--- src/rtl/segxlat.sv ---
module segxlat #(
  parameter int SEG_BITS = 2,
  parameter int OFF_W    = 12,
  parameter int PA_W     = 16
) (
  input  logic                      clk,
  input  logic                      rst_n,
  input  logic                      req_valid,
  input  logic                      req_fetch,
  input  logic                      req_explicit,
  input  logic [SEG_BITS+OFF_W-1:0] req_ea,
  input  logic                      cfg_we,
  input  logic                      cfg_priv,
  input  logic [SEG_BITS-1:0]       cfg_idx,
  input  logic [PA_W-1:0]           cfg_base,
  input  logic [PA_W-1:0]           cfg_bound,
  output logic                      out_valid,
  output logic [PA_W-1:0]           out_pa,
  output logic                      out_viol,
  output logic                      priv_err
);
  localparam int NSEG = 1 << SEG_BITS;
  localparam int EA_W = SEG_BITS + OFF_W;

  logic [PA_W-1:0] base_q  [NSEG];
  logic [PA_W-1:0] bound_q [NSEG];

  logic [SEG_BITS-1:0] sel;
  logic [PA_W:0]       sum;

  assign sel = req_explicit ? req_ea[EA_W-1:OFF_W]
                            : (req_fetch ? SEG_BITS'(0) : SEG_BITS'(1));
  assign sum = {1'b0, base_q[sel]} + (PA_W+1)'(req_ea[OFF_W-1:0]);

  for (genvar g = 0; g < NSEG; g++) begin : g_ent
    always_ff @(posedge clk) begin
      if (!rst_n) begin
        base_q[g]  <= '0;
        bound_q[g] <= '0;
      end else if (cfg_we && cfg_priv && cfg_idx == SEG_BITS'(g)) begin
        base_q[g]  <= cfg_base;
        bound_q[g] <= cfg_bound;
      end
    end
  end

  always_ff @(posedge clk) begin
    if (!rst_n) begin
      out_valid <= 1'b0;
      out_pa    <= '0;
      out_viol  <= 1'b0;
      priv_err  <= 1'b0;
    end else begin
      out_valid <= req_valid;
      priv_err  <= cfg_we && !cfg_priv;
      if (req_valid) begin
        out_pa   <= sum[PA_W-1:0];
        out_viol <= sum >= {1'b0, bound_q[sel]};
      end
    end
  end
endmodule


--- config.mk ---
export PLATFORM = sky130hd
export DESIGN_NAME = segxlat
export DESIGN_NICKNAME = d
export VERILOG_FILES = /design/src/rtl/segxlat.sv
export SDC_FILE = /design/constraint.sdc
export NUM_CORES = 1
export LEC_CHECK = 0
export ABC_AREA = 1
export BUFFER_PORTS_ARGS = -buffer_cell sky130_fd_sc_hd__buf_4
export CAP_MARGIN = 30
export CORE_ASPECT_RATIO = 1.2
export CORE_MARGIN = 2
export CORE_UTILIZATION = 45
export CTS_CLUSTER_SIZE = 30
export DETAILED_ROUTE_END_ITERATION = 10
export MAX_ROUTING_LAYER = met4
export PLACE_DENSITY = 0.73
export SETUP_SLACK_MARGIN = 0.1
export SYNTH_ARGS = -nofsm -noshare
export SYNTH_HDL_FRONTEND = slang
export SYNTH_SLANG_ARGS = --single-unit
--- constraint.sdc ---
create_clock -name clk -period 4.78 [get_ports clk]
set_input_delay 0.956 -clock clk [delete_from_list [all_inputs] [get_ports clk]]
set_output_delay 0.956 -clock clk [all_outputs]
set_load 0.02 [all_outputs]
# Word level (Yosys, flattened, before mapping)
# Memories as Yosys holds them, arrays and structs flattened.
# Index checks and enable logic that the tools add are counted.
[word_totals] reg_bits=19 ramBits=128 inputBits=55 output_inout_bits=19 word_cells=50 n_memories=2
[mem_list] memory="base_q" depth=4 width=16 read_ports=1 rd_clocked_by_memory_dff=0 wr=4 line="25" source="logic [PA_W-1:0] base_q [NSEG];"
[mem_list] memory="bound_q" depth=4 width=16 read_ports=1 rd_clocked_by_memory_dff=0 wr=4 line="26" source="logic [PA_W-1:0] bound_q [NSEG];"
[op_classes] n_addsub=1 n_lt_le_gt_ge=1 eq_ne=3 muxes=23 bitwise=8 n_reduce_logical=8
[ops] operator="$mux W16" count=8
[ops] operator="$add A16 B12 Y17" count=1
[ops] operator="$ge A17 B16 Y1" count=1
[ops] operator="$mux W1" count=14
[ops] operator="$or A1 B1 Y1" count=8
[ops] operator="$logic_and A1 B1 Y1" count=6
[ops] operator="$eq A2 B2 Y1 const B" count=2
[ops] operator="$eq A2 B1 Y1 const B" count=1
[ops] operator="$logic_not A2 Y1" count=1
[ops] operator="$mux W2" count=1
[ops] operator="$logic_not A1 Y1" count=1

# Logic depth before layout (Yosys ltp)
[depth] word_depth=6 mapped_depth=29 depth_no_buf=26

# Least setup slack after synthesis
# No wires, ideal clock.
[synth_timing] kind="input-to-reg" startpoint="input port req_ea[12]" endpoint="register out_viol" setup_time_ps=109 arrival_ps=3983 required_ps=4671 setup_slack_ps=688 cell_stages=29 n_path_buf=3 path_cell_list="inv_1 nand2_1 nand2_2 buf_6 buf_2 buf_2 nor2_1 o22ai_1 ha_1 fa_1 nand3_1 nand2_1 a21boi_1 o21ai_0 nand2_1 nand2_1 nand2_1 nand2_1 ha_1 a21oi_1 nor2_1 a211oi_1 nand2_1 nand2_1 nand2_1 nand2_1 nand3_1 nand2_1 inv_1"
[synth_between] elab_chain_cells=4 word_cells_on_any_way=5 classes_between="add/sub: 1; order compare: 1; mux: 1; memory: 2"
[synth_rtl] item="start: declaration" line="11" source="input logic [SEG_BITS+OFF_W-1:0] req_ea,"
[synth_rtl] item="$mux W2" line="31" source="assign sel = req_explicit ? req_ea[EA_W-1:OFF_W]"
[synth_rtl] item="$mem_v2 Z4 W16"
[synth_rtl] item="$add A16 B12 Y17" line="33" source="assign sum = {1'b0, base_q[sel]} + (PA_W+1)'(req_ea[OFF_W-1:0]);"
[synth_rtl] item="via sum[10]" line="29" source="logic [PA_W:0] sum;"
[synth_rtl] item="$ge A17 B16 Y1" line="58" source="out_viol <= sum >= {1'b0, bound_q[sel]};"
[synth_rtl] item="end signal: assignment" line="58"
[synth_rtl] item="end: declaration" line="19" source="output logic out_viol,"
# The timed path passes the listed nets, and every way through them passes these cells.
# A chain may end at the register's enable or synchronous reset.

# Worst setup path after layout
[layout_timing] startpoint="input port req_explicit" endpoint="register out_viol"
[layout_between] elab_chain_cells=4 word_cells_on_any_way=5 classes_between="add/sub: 1; order compare: 1; mux: 1; memory: 2"
[layout_rtl] item="start: declaration" line="10" source="input logic req_explicit,"
[layout_rtl] item="$mux W2" line="31"
[layout_rtl] item="$mem_v2 Z4 W16"
[layout_rtl] item="$add A16 B12 Y17" line="33"
[layout_rtl] item="via sum[8]" line="29"
[layout_rtl] item="$ge A17 B16 Y1" line="58"
# The timed path passes the listed nets, and every way through them passes these cells.

==> reports/results.ini <==
[status]
outcome=complete, no violations

[timing]
relSlewSlack=0.443
hold_violations=0
max_freq_mhz=248
finalClockSkew_ps=7.76
fin_crit_sh=0.844
period_minus_slack_ps=4040
holdWs_ps=496
finalSetupViolCount=0
rsz0062_at_grt=no
finalSetupTns_ps=0
tightest_slew_ps=832
final_max_slew_viol_count=0

[clocking]
cts_made_buffers=17
cts_max_level=4
cts_buffer_depth=2
cts_tree=done
cts-resized-gates=0
insertion_delay_ps=420
cts_sinks=147
cts_hold_buf=0
path_clk_slew_ps=60
clock_tree.root_cell=clkbuf_16
post_cts_buffers=0

[detailed_routing]
num_vias=5606
firstDrtPassIters=5
wire_per_inst_um=16.5
drt_wl_total_mm=17.8
wl_met3_um=943
drt-met1-wl_mm=7.34
drcViolationCount=0
drtIter0Drc=411
top_layer=met4
ant_nets=0
avgViaCountPerCell=5.21
wl_met2_mm=8.92

[power_and_ir_drop]
power_switching_mw=1.01
powerDensity_nw_per_um2=416
clockPowerShare=0.414
seqPwrFrac=0.414
pwr-share-comb=0.172
ir_drop_v=0.000268
p_leak_nw=3.86
swShare=0.274
internal-power_mw=2.66

[critical_path]
crit_required_ps=5110
critical_path.startpoint_type=input pin
critPathMaxFanout=11
worstSetupPathType=in2reg
cp.arrival_ps=4360
end_kind=flop

[final_layout]
stdcell_area_sq_um=8810
final_nets=938
drive_gt1_frac=0.161
syn2layout_area_growth_pct=20.9
antenna_cells=0
final_cells=1075
postLayoutCoreUtil=0.561

[placement]
hpwl_mm=11.7
place_area_sq_um=8140
numPortBuffers=73
place_inst=1043
gp_congestion=0.907

[synth]
syn_area_sq_um=7290
yosysWarningCount=0
postSynthAreaPerCell_sq_um=9.33
ys.flop_type=edfxtp_1
ys_types=35
ys_top_cells_by_count=197 x nor2_1, 128 x edfxtp_1, 118 x nand2_1, 84 x inv_1, 40 x o21ai_0
synth_cells=781
synth_edf_count=128
synth_top_area_frac=0.528
ys_seq_area_frac=0.580
ys_ff_latch=147
syn-num-nets=865
synth_most_common_cell=nor2_1
synth_top_area_cell=edfxtp_1
yosys-top-cells-area=edfxtp_1 53%, nor2_1 10%, nand2_1 6.1%
async_flop_share=0

[min_path]
hold_class=reg2reg

[global_route]
grt_first_pass_wirelength_mm=28.5
grt_pass1_vias=5529
grt_max_degree=48
grt_overflow=0
antenna_found_initial=0
grt_use_total=0.223

[floorplan]
die_area_sq_um=17200
io_pins=74
core_area_sq_um=15700
row_count=50
die_x_um=120
start_util=0.464
die_h_um=143

[run]
maxCapViolCount=0

power by group through the flow:
stage / clock (mW) / sequential, mW / combinational, mW
after CTS: 1.53 / 1.52 / 0.629
after floorplan: 0 / 1.56 / 0.388
after global routing: 1.59 / 1.52 / 0.707
after detailed placement: 0 / 1.54 / 0.621
after global placement: 0 / 1.54 / 0.617
final: 1.52 / 1.52 / 0.631
metrics by stage:
stage	power [mW]	setup slack, ps
after floorplan	1.95	688
after global placement	2.16	388
after detailed placement	2.16	338
after CTS	3.67	761
after global routing	3.82	333
final	3.66	745
kinds of logic after synthesis:
| family | count (synthesis) | synth area share |
|---|---|---|
| AO/OA/AOI/OAI | 112 | 0.0939 |
| XOR/XNOR | 8 | 0.00962 |
| adder cells (fa/ha/maj) | 29 | 0.0508 |
| buffers and inverters | 124 | 0.0668 |
| flip-flops | 147 | 0.580 |
| AND/OR/NAND/NOR | 361 | 0.199 |
cell type report:
class / instances / area (sq um)
Inverter: 88 / 330
Multi-Input combinational cell: 510 / 2640
Clock buffer: 17 / 425
Fill cell: 1388 / 6890
Sequential cell: 147 / 4220
Clock inverter: 15 / 243
Timing Repair Buffer: 90 / 688
Tap cell: 208 / 260
cell usage in the layout, fill, tap and decap left out, types with 4 or more instances in the layout:
master / instances
clkbuf_16: 17
xor2_1: 5
o22ai_1: 13
nand2_1: 118
bufinv_16: 5
nand2_2: 5
nand4_1: 7
nor2_1: 197
a21oi_1: 29
o21ai_1: 5
a32o_1: 15
o31ai_4: 4
nand3_1: 25
edfxtp_1: 128
dfxtp_1: 19
inv_6: 4
ha_1: 28
buf_4: 89
inv_1: 84
o21ai_0: 40
flip-flops by register name (all words and copies together), names as in the netlist:
register and count:
base_q 64, bound_q 64, out_pa 16, out_valid 1, out_viol 1, priv_err 1
worst max-delay path: stages:
cell,delay [ps]
buf_4,130
nand2_1,130
clkinv_1,310
o21ai_0,170
o22ai_1,100
ha_1,210
fa_1,400
nand3_1,100
nand2_1,100
a21boi_1,200
o21ai_0,150
xor2_1,260
ha_1,290
nand2_1,120
inv_1,70
a21oi_1,120
nand4_1,100
nand2_1,70
nand2_1,50
nand2_1,60
nand2_1,50
nand2_1,50
nand3_1,60
nand2_1,60
inv_1,40
per-layer routing:
layer,vias to the layer above,GRT usage
met5,-,-
li1,2759,-
met4,0,0.102
met3,36,0.0385
met2,177,0.376
met1,2634,0.260
worst paths after layout:
kind	slack, ps	depth (start not counted)	end	start
setup / recovery	740	25	out_viol$_SDFFE_PN0P_	req_explicit
hold / removal	500	2	out_pa[7]$_SDFFE_PN0P_	out_pa[7]$_SDFFE_PN0P_
setup reg to reg	1460	22	out_viol$_SDFFE_PN0P_	base_q[0][2]$_SDFFCE_PN0P_
hold reg to reg	500	2	out_pa[7]$_SDFFE_PN0P_	out_pa[7]$_SDFFE_PN0P_
(Power assumes the default switching activity.)
